$ cat src/rtl/addr_select_pkg.sv
package addr_select_pkg;
  localparam int unsigned ADDR_W_D  = 12;
  localparam int unsigned WORD_W_D  = 16;
  localparam int unsigned FLD_W_D   = 3;
  localparam int unsigned BANK_W_D  = 3;
  localparam int unsigned IDX_L     = 1;
  localparam int unsigned IDX_Q     = 2;
  localparam int unsigned IDX_EBANK = 3;
  localparam int unsigned IDX_BBANK = 6;

  typedef enum logic [1:0] {
    LD_NONE = 2'd0,
    LD_HIGH = 2'd1,
    LD_LOW  = 2'd2
  } bank_src_e;
endpackage

$ cat src/rtl/addr_rst_sync.sv
module addr_rst_sync (
  input  logic clk,
  input  logic rst_n,
  output logic rst_sync_n
);
  logic [1:0] stage_q;

  always_ff @(posedge clk or negedge rst_n) begin
    if (!rst_n) stage_q <= 2'b00;
    else        stage_q <= {stage_q[0], 1'b1};
  end

  assign rst_sync_n = stage_q[1];
endmodule

$ cat src/rtl/addr_field_hot.sv
module addr_field_hot #(
  parameter int unsigned FLD_W = 3,
  localparam int unsigned NSEL = 1 << FLD_W
) (
  input  logic [FLD_W-1:0] field_i,
  output logic [NSEL-1:0]  hot_o
);
  for (genvar k = 0; k < NSEL; k++) begin : g_sel
    assign hot_o[k] = (field_i == FLD_W'(k));
  end
endmodule

$ cat src/rtl/addr_bank_reg.sv
module addr_bank_reg
  import addr_select_pkg::*;
#(
  parameter int unsigned WORD_W  = 16,
  parameter int unsigned BANK_W  = 3,
  parameter int unsigned HI_LSB  = 8,
  parameter int unsigned LO_LSB  = 0
) (
  input  logic              clk,
  input  logic              rst_n,
  input  logic              ld_hi_i,
  input  logic              ld_lo_i,
  input  logic [WORD_W-1:0] wline_i,
  output logic [BANK_W-1:0] bank_o
);
  bank_src_e         src;
  logic              bank_en;
  logic [BANK_W-1:0] bank_d;
  logic [BANK_W-1:0] bank_q;

  always_comb begin
    src = LD_NONE;
    if (ld_hi_i)      src = LD_HIGH;
    else if (ld_lo_i) src = LD_LOW;
  end

  always_comb begin
    bank_en = (src != LD_NONE);
    bank_d  = bank_q;
    case (src)
      LD_HIGH: bank_d = wline_i[HI_LSB +: BANK_W];
      LD_LOW:  bank_d = wline_i[LO_LSB +: BANK_W];
      default: bank_d = bank_q;
    endcase
  end

  always_ff @(posedge clk or negedge rst_n) begin
    if (!rst_n)       bank_q <= '0;
    else if (bank_en) bank_q <= bank_d;
  end

  assign bank_o = bank_q;
endmodule

$ cat src/rtl/addr_select_unit.sv
module addr_select_unit
  import addr_select_pkg::*;
#(
  parameter int unsigned ADDR_W = ADDR_W_D,
  parameter int unsigned WORD_W = WORD_W_D,
  parameter int unsigned FLD_W  = FLD_W_D,
  parameter int unsigned BANK_W = BANK_W_D,
  localparam int unsigned NSEL  = 1 << FLD_W,
  localparam int unsigned CH_W  = 2 * FLD_W
) (
  input  logic              clk,
  input  logic              rst_n,
  input  logic [ADDR_W-1:0] addr_i,
  input  logic              reg_rd_i,
  input  logic              reg_wr_i,
  input  logic              chan_rd_i,
  input  logic              chan_wr_i,
  input  logic [WORD_W-1:0] wline_i,
  output logic              low_page_o,
  output logic [NSEL-1:0]   reg_rd_o,
  output logic [NSEL-1:0]   reg_wr_o,
  output logic [NSEL-1:0]   chan_rd_o,
  output logic [NSEL-1:0]   chan_wr_o,
  output logic [BANK_W-1:0] ebank_o
);
  localparam logic [NSEL-1:0] CONV_MASK = NSEL'((1 << IDX_L) | (1 << IDX_Q));

  logic            rst_sync_n;
  logic [NSEL-1:0] lo_hot;
  logic            page_zero;
  logic            mid_zero;
  logic            reg_rd_g, reg_wr_g, chan_rd_g, chan_wr_g;

  addr_rst_sync i_rst_sync (
    .clk        (clk),
    .rst_n      (rst_n),
    .rst_sync_n (rst_sync_n)
  );

  addr_field_hot #(.FLD_W(FLD_W)) i_lo_field (
    .field_i (addr_i[FLD_W-1:0]),
    .hot_o   (lo_hot)
  );

  assign page_zero = ~|addr_i[ADDR_W-1:FLD_W];
  assign mid_zero  = ~|addr_i[CH_W-1:FLD_W];

  assign reg_rd_g  = reg_rd_i  & page_zero;
  assign reg_wr_g  = reg_wr_i  & page_zero;
  assign chan_rd_g = chan_rd_i & mid_zero;
  assign chan_wr_g = chan_wr_i & mid_zero;

  assign low_page_o = page_zero;
  assign reg_rd_o   = ({NSEL{reg_rd_g}}  & lo_hot) | ({NSEL{chan_rd_g}} & lo_hot & CONV_MASK);
  assign reg_wr_o   = ({NSEL{reg_wr_g}}  & lo_hot) | ({NSEL{chan_wr_g}} & lo_hot & CONV_MASK);
  assign chan_rd_o  = {NSEL{chan_rd_g}} & lo_hot & ~CONV_MASK;
  assign chan_wr_o  = {NSEL{chan_wr_g}} & lo_hot & ~CONV_MASK;

  addr_bank_reg #(
    .WORD_W (WORD_W),
    .BANK_W (BANK_W),
    .HI_LSB (8),
    .LO_LSB (0)
  ) i_bank (
    .clk     (clk),
    .rst_n   (rst_sync_n),
    .ld_hi_i (reg_wr_o[IDX_EBANK]),
    .ld_lo_i (reg_wr_o[IDX_BBANK]),
    .wline_i (wline_i),
    .bank_o  (ebank_o)
  );
endmodule

$ cat config.mk
export PLATFORM = sky130hd
export DESIGN_NAME = addr_select_unit
export DESIGN_NICKNAME = d
export VERILOG_FILES = /design/src/rtl/addr_select_pkg.sv /design/src/rtl/addr_rst_sync.sv /design/src/rtl/addr_field_hot.sv /design/src/rtl/addr_bank_reg.sv /design/src/rtl/addr_select_unit.sv
export SDC_FILE = /design/constraint.sdc
export NUM_CORES = 1
export LEC_CHECK = 0
export CORE_AREA = 3 3 53 50
export DETAILED_ROUTE_END_ITERATION = 10
export DIE_AREA = 0 0 56 53
export GPL_ROUTABILITY_DRIVEN = 0
export GPL_TIMING_DRIVEN = 0
export PLACE_DENSITY = 0.78
export SYNTH_ARGS = -nofsm -noshare
export SYNTH_HDL_FRONTEND = slang
export SYNTH_SLANG_ARGS = --single-unit
$ cat constraint.sdc
create_clock -name clk -period 2 [get_ports clk]
set_input_delay 0.4 -clock clk [delete_from_list [all_inputs] [get_ports clk]]
set_output_delay 0.4 -clock clk [all_outputs]
set_load 0.005 [all_outputs]
==> impl_metrics.env, run 1 <==
export IMPL_outcome="complete, no violations"
export IMPL_critical_path_buf_inv_count=2
export IMPL_crit_path_max_fanout=3
export IMPL_dp_slack_ps=-820.9
export IMPL_cp_slowest_cell="or4b_4"
export IMPL_clock_sinks=5
export IMPL_pin_count=70
export IMPL_cts_reportedPaths_clkPinSlew_ps=40
export IMPL_core_area_sq_um=2162
export IMPL_crit_chain="buf_8 > or3_4 > or4b_4 > nor2_2 > buf_2"
export IMPL_h_tree_depth=1
export IMPL_fmax_ghz=0.5026
export IMPL_root_buffer="clkbuf_4"
export IMPL_grt_overflow=0
export IMPL_cp_end_kind="primary output"
export IMPL_worstSetupStartpointType="primary input"
export IMPL_maxSlewViolCount=0
export IMPL_whs_ps=35.09
export IMPL_grtUsageMet1_pct=15.55
export IMPL_r2r_start="i_bank.bank_o[2]"
export IMPL_tns_ps=0
export IMPL_hp_class="flip-flop to asynchronous set/reset pin"
export IMPL_drt_vias_per_instance=4.661
export IMPL_die_h_microns=53
export IMPL_synth_cell_area_sq_um=533.0
export IMPL_drive_gt1_share_pct=46.79
export IMPL_final_nets=191
export IMPL_holdBufCountCts=0
export IMPL_fin_crit_ps=1990
export IMPL_wl_per_cell_microns=12.97
export IMPL_grtUsageMet2_pct=28.99
export IMPL_r2r_slack_ps=1350
export IMPL_grt_use_met3_pct=4.146
export IMPL_internal_power_w=0.0002563
export IMPL_syn2layout_area_growth_pct=150.9
export IMPL_floorplan_initialDensity_pct=24.65
export IMPL_synth_seq_cells=5
export IMPL_final_cells=183
export IMPL_synth_cell_types=24
export IMPL_finalSetupViolations=0
export IMPL_seqPwrFrac_pct=29.9
export IMPL_fin_skew_ps=2.853
export IMPL_n_antenna_cell=0
export IMPL_vdd_drop_max_mv=0.3320
export IMPL_synth_avg_cell_area_sq_um=6.922
export IMPL_final_common_cell="nor2_1"
export IMPL_p_total_w=0.0003552
export IMPL_seq_area_frac_synth_pct=23.47
export IMPL_crit_family="simple AND/OR/NAND/NOR gates"
export IMPL_path_class="primary input to primary output"
export IMPL_swShare_pct=27.84
export IMPL_grt_max_degree=10
export IMPL_ant_nets=0
export IMPL_syn_inst=77
export IMPL_wl_microns=2373
export IMPL_p_per_area_nw_per_um2=265.5
export IMPL_drt_iter0_markers=7
export IMPL_reg2reg_depth=2
export IMPL_critPathArrivalTime_ps=1590
export IMPL_fp_dieW_microns=56
export IMPL_cts_made_buffers=3
export IMPL_finalHoldViolCount=0
export IMPL_r2r_end="i_bank.bank_o[2]"
export IMPL_p_clk_share_pct=31.8
export IMPL_p_switching_w=0.00009887
export IMPL_rsz0062_at_grt="true"
export IMPL_drc=0
export IMPL_finalCritPeriodShare_pct=99.49
export IMPL_die_area_sq_um=2968
export IMPL_vias=853
export IMPL_busiest_layer="met2"
export IMPL_row_count=16
export IMPL_dp_hpwl_microns=1668
export IMPL_cp_data_required_time_ps=1600
export IMPL_portBuffers=55
export IMPL_pwr_share_comb_pct=38.3
export IMPL_grtUsageTotal_pct=14.99
export IMPL_setup_slack_ps=10.30
export IMPL_final_cell_mix="22 x nor2_1, 18 x buf_4, 15 x dlygate4sd2_1"
export IMPL_cts_buffer_depth=2
export IMPL_clk_latency_ps=240
export IMPL_cts_tree="built"
export IMPL_grt_pass1_vias=833
export IMPL_p_leak_nw=0.6621
export IMPL_placedCellCount=162
export IMPL_antenna_found_initial=0
export IMPL_drt_pass1_iterations=4
export IMPL_maxCapViolations=0
export IMPL_grt_pass1_wl_microns=3519
export IMPL_critPathMaxStageDelay_ps=500
export IMPL_synth_warnings=0
-- cell families after synthesis --
| kind of cell | after synthesis | synth area share (%) |
|---|---|---|
| AO/OA/AOI/OAI | 9 | 12.21 |
| buffers and inverters | 10 | 11.97 |
| flip-flops | 5 | 23.47 |
| other | 2 | 1.409 |
| AND/OR/NAND/NOR | 51 | 50.94 |
-- flip-flops by register name (all words and copies together), names as in the netlist --
register / count
i_bank.bank_o: 3
i_rst_sync.stage_q: 2
-- through the flow --
stage / area (sq um) / util, %
finish: 1338 / 61.86
detailed placement: 1129 / 52.20
CTS: 1264 / 58.45
global placement: 1129 / 52.20
floorplan: 544.3 / -
global route: 1338 / 61.86
-- worst max-delay path by stage --
stage,slack (ps),to,start,cells after the start
floorplan,230,reg_rd_o[2],addr_i[5],3
global placement,-770,reg_wr_o[3],addr_i[11],6
finish,10,reg_rd_o[2],addr_i[3],5
CTS,-50,reg_wr_o[6],addr_i[6],9
global route,-30,reg_wr_o[1],addr_i[9],8
detailed placement,-820,reg_rd_o[6],addr_i[5],5
-- area by class of cell --
cell class | count | area (sq um)
timing repair buffer | 74 | 623.1
inverter | 3 | 11.26
clock buffer | 4 | 26.28
buffer | 5 | 41.29
multi-input combinational | 65 | 476.7
sequential | 5 | 125.1
fill | 202 | 824.5
tap | 27 | 33.78
-- Yosys cell counts --
| library cell | number | area share, % |
|---|---|---|
| nor4b_1 | 1 | 1.6 |
| or3_4 | 1 | 2.1 |
| conb_1 | 2 | 1.4 |
| nand4_1 | 2 | 2.3 |
| nand2b_1 | 1 | 1.2 |
| or3_1 | 1 | 1.2 |
| nor3_1 | 1 | 0.94 |
| a22oi_1 | 3 | 4.2 |
| nand3b_1 | 2 | 2.8 |
| and3_1 | 1 | 1.2 |
| dfrtp_1 | 5 | 23 |
| nand3_1 | 2 | 1.9 |
| o2111a_1 | 1 | 2.1 |
| buf_4 | 7 | 9.9 |
| nor2_1 | 28 | 20 |
| nand2_1 | 4 | 2.8 |
| o22ai_1 | 3 | 3.5 |
| a31oi_1 | 2 | 2.3 |
| or4b_4 | 1 | 2.6 |
| inv_1 | 3 | 2.1 |
| nor2b_1 | 2 | 2.3 |
| nor4_1 | 2 | 2.3 |
| nor4bb_1 | 1 | 1.9 |
| nor4_4 | 1 | 4.0 |
-- power by group through the flow --
| stage | clock [W] | sequential (W) | combinational (W) |
|---|---|---|---|
| after global routing | 0.000126 | 0.000107 | 0.000145 |
| final | 0.000113 | 0.000106 | 0.000136 |
| after floorplan | 0 | 0.000107 | 0.0000371 |
| after CTS | 0.000119 | 0.000106 | 0.000121 |
| after detailed placement | 0 | 0.000108 | 0.000104 |
| after global placement | 0 | 0.000108 | 0.000102 |
-- what timing repair did --
action,CTS,global route
endpoints found under the setup margin,29,18
gates cloned,1,0
gates resized for setup,124,26
pin swaps,14,9
buffers inserted,14,5
-- metal layers --
layer	wire length (microns)	vias up	part of all wire, %
met1	958	386	40
li1	-	417	-
met4	16	0	0.67
met2	1208	48	51
met3	190	2	8.0
met5	0	-	0
Power figures use the tool's default switching activity.
==> run 2: changes to the inputs <==
--- a/config.mk
+++ b/config.mk
@@ -5,12 +5,12 @@
 export SDC_FILE = /design/constraint.sdc
 export NUM_CORES = 1
 export LEC_CHECK = 0
-export CORE_AREA = 3 3 53 50
+export CORE_AREA = 3 3 40 42
 export DETAILED_ROUTE_END_ITERATION = 10
-export DIE_AREA = 0 0 56 53
+export DIE_AREA = 0 0 43 45
+export DONT_BUFFER_PORTS = 1
 export GPL_ROUTABILITY_DRIVEN = 0
 export GPL_TIMING_DRIVEN = 0
-export PLACE_DENSITY = 0.78
 export SYNTH_ARGS = -nofsm -noshare
 export SYNTH_HDL_FRONTEND = slang
 export SYNTH_SLANG_ARGS = --single-unit
==> run 2 against run 1 <==
Net effect:
- sequential power about the same
- clock power grew 6%
- via count down 34%
- core utilization fell by 15 points
- non-clock buffer count decreased by 71
- clock skew grew 1.0 ps
- register-to-register slack lost 20 ps
- routed wire length decreased by 35%
- setup slack improved by 170 ps
- cell count shrank 45%
- critical endpoint is now reg_wr_o[6]
- sequential share of layout area rose by 12 points
==> impl_metrics.env, run 2 (synthesis results as in run 1) <==
export IMPL_antenna_found_initial=0
export IMPL_h_tree_depth=1
export IMPL_cp_data_required_time_ps=1600
export IMPL_grt_max_degree=11
export IMPL_crit_path_max_fanout=7
export IMPL_vias=567
export IMPL_grt_pass1_wl_microns=2346
export IMPL_fin_area_sq_um=599.3
export IMPL_outcome="complete, no violations"
export IMPL_final_nets=120
export IMPL_drt_vias_per_instance=5.670
export IMPL_dp_slack_ps=194.9
export IMPL_wl_microns=1540
export IMPL_dpl_cell_area_sq_um=563.0
export IMPL_core_area_sq_um=1285
export IMPL_dp_hpwl_microns=1277
export IMPL_hp_class="flip-flop to asynchronous set/reset pin"
export IMPL_critPathArrivalTime_ps=1420
export IMPL_worstSetupStartpointType="primary input"
export IMPL_root_buffer="clkbuf_4"
export IMPL_row_count=13
export IMPL_fp_dieW_microns=43
export IMPL_cts_made_buffers=3
export IMPL_drc=0
export IMPL_fin_crit_ps=1817
export IMPL_final_cell_mix="28 x nor2_1, 7 x buf_4, 5 x conb_1, 5 x dfrtp_1, 4 x nand2_1"
export IMPL_finalCritPeriodShare_pct=90.86
export IMPL_cp_end_kind="primary output"
export IMPL_syn2layout_area_growth_pct=12.44
export IMPL_cts_buffer_depth=2
export IMPL_drive_gt1_share_pct=15.29
export IMPL_cts_resized=0
export IMPL_largest_reg_flops=3
export IMPL_cp_startpoint="addr_i[11]"
export IMPL_die_area_sq_um=1935
export IMPL_worst_slew_pin_slew_ps=509.7
export IMPL_wl_per_cell_microns=15.40
export IMPL_path_class="primary input to primary output"
export IMPL_r2r_start="i_bank.bank_o[2]"
export IMPL_drt_iter0_markers=11
export IMPL_grt_pass1_vias=536
export IMPL_setup_slack_ps=182.8
export IMPL_fmax_ghz=0.5503
export IMPL_max_slew_margin_pct=65.76
export IMPL_grtUsageTotal_pct=15.87
export IMPL_finalHoldViolCount=0
export IMPL_die_h_microns=45
export IMPL_finalSetupViolations=0
export IMPL_portBuffers=0
export IMPL_final_common_cell="nor2_1"
export IMPL_n_antenna_cell=0
export IMPL_critPathMaxStageDelay_ps=400
export IMPL_p_leak_nw=0.2337
export IMPL_clock_sinks=5
export IMPL_maxSlewViolCount=0
export IMPL_rsz0062_at_grt="false"
export IMPL_cp_slowest_cell="nor4_4"
export IMPL_grt_overflow=0
export IMPL_p_per_area_nw_per_um2=453.2
export IMPL_crit_family="simple AND/OR/NAND/NOR gates"
export IMPL_crit_chain="nor4_4 > nand3_1 > nor2_1 > buf_4"
export IMPL_clk_latency_ps=240
export IMPL_floorplan_initialDensity_pct=41.48
export IMPL_drt_pass1_iterations=3
export IMPL_fin_skew_ps=3.896
export IMPL_cts_tree="built"
export IMPL_vdd_drop_max_mv=0.2027
export IMPL_critical_path_buf_inv_count=1
export IMPL_maxCapViolations=0
export IMPL_tns_ps=0
export IMPL_cts_reportedPaths_clkPinSlew_ps=50
export IMPL_ant_nets=0
export IMPL_p_total_w=0.0002716
export IMPL_pin_count=70
[run 2: cell types whose count changed in the layout (fill, tap and decap cells not counted), sizes merged, moves of 4 or more]
cell,before,now
buf,42,7
dlygate4sd2,15,0
clkdlybuf4s50,13,0
clkbuf,8,4
clkdlybuf4s15,4,0
[run 2: worst paths after layout]
| kind | end | slack, ps | cells after the start |
|---|---|---|---|
| worst min-delay path | i_bank.bank_o[2] | 40 | 0 |
| max in group asynchronous | i_rst_sync.stage_q[1] | 1490 | 1 |
| worst max-delay path | reg_wr_o[6] | 180 | 4 |
| worst max register to register | i_bank.bank_o[2] | 1330 | 2 |
| worst min register to register | i_bank.bank_o[2] | 40 | 0 |
| min in group clk | i_rst_sync.stage_q[1] | 350 | 0 |
[run 2: per-stage QoR]
step,std cells,utilization (%),hold WS (ps)
floorplan,80,-,26.51
global placement,95,43.82,36.03
detailed placement,95,43.82,40.98
CTS,100,46.64,39.53
global route,100,46.64,45.81
finish,100,46.64,38.79
[run 2: power by group]
group	internal (W)	switching, W	total (W)
clock	0.0000756	0.0000444	0.000120
combinational	0.0000208	0.0000244	0.0000452
sequential	0.000104	0.00000200	0.000106
total	0.000201	0.0000708	0.000272
[run 2: per-layer routing]
| metal | GRT usage [%] | share of wire, % | vias up |
|---|---|---|---|
| li1 | - | - | 275 |
| met1 | 19.71 | 41 | 254 |
| met2 | 25.15 | 46 | 38 |
| met3 | 6.375 | 13 | 0 |
| met4 | 5.422 | 0 | 0 |
| met5 | 0 | 0 | - |
[run 2: area by class of cell]
type,count,area [sq um]
Buffer,7,52.55
Tap cell,15,18.77
Clock buffer,4,26.28
Timing Repair Buffer,1,10.01
Multi-Input combinational cell,65,355.3
Inverter,3,11.26
Sequential cell,5,125.1
Fill cell,151,685.7
[run 2: what timing repair did]
item | 4_1_cts | 5_1_grt
hold buffers | 1 | 0
buffers inserted | 0 | 0
endpoints found under the hold margin | 2 | 0
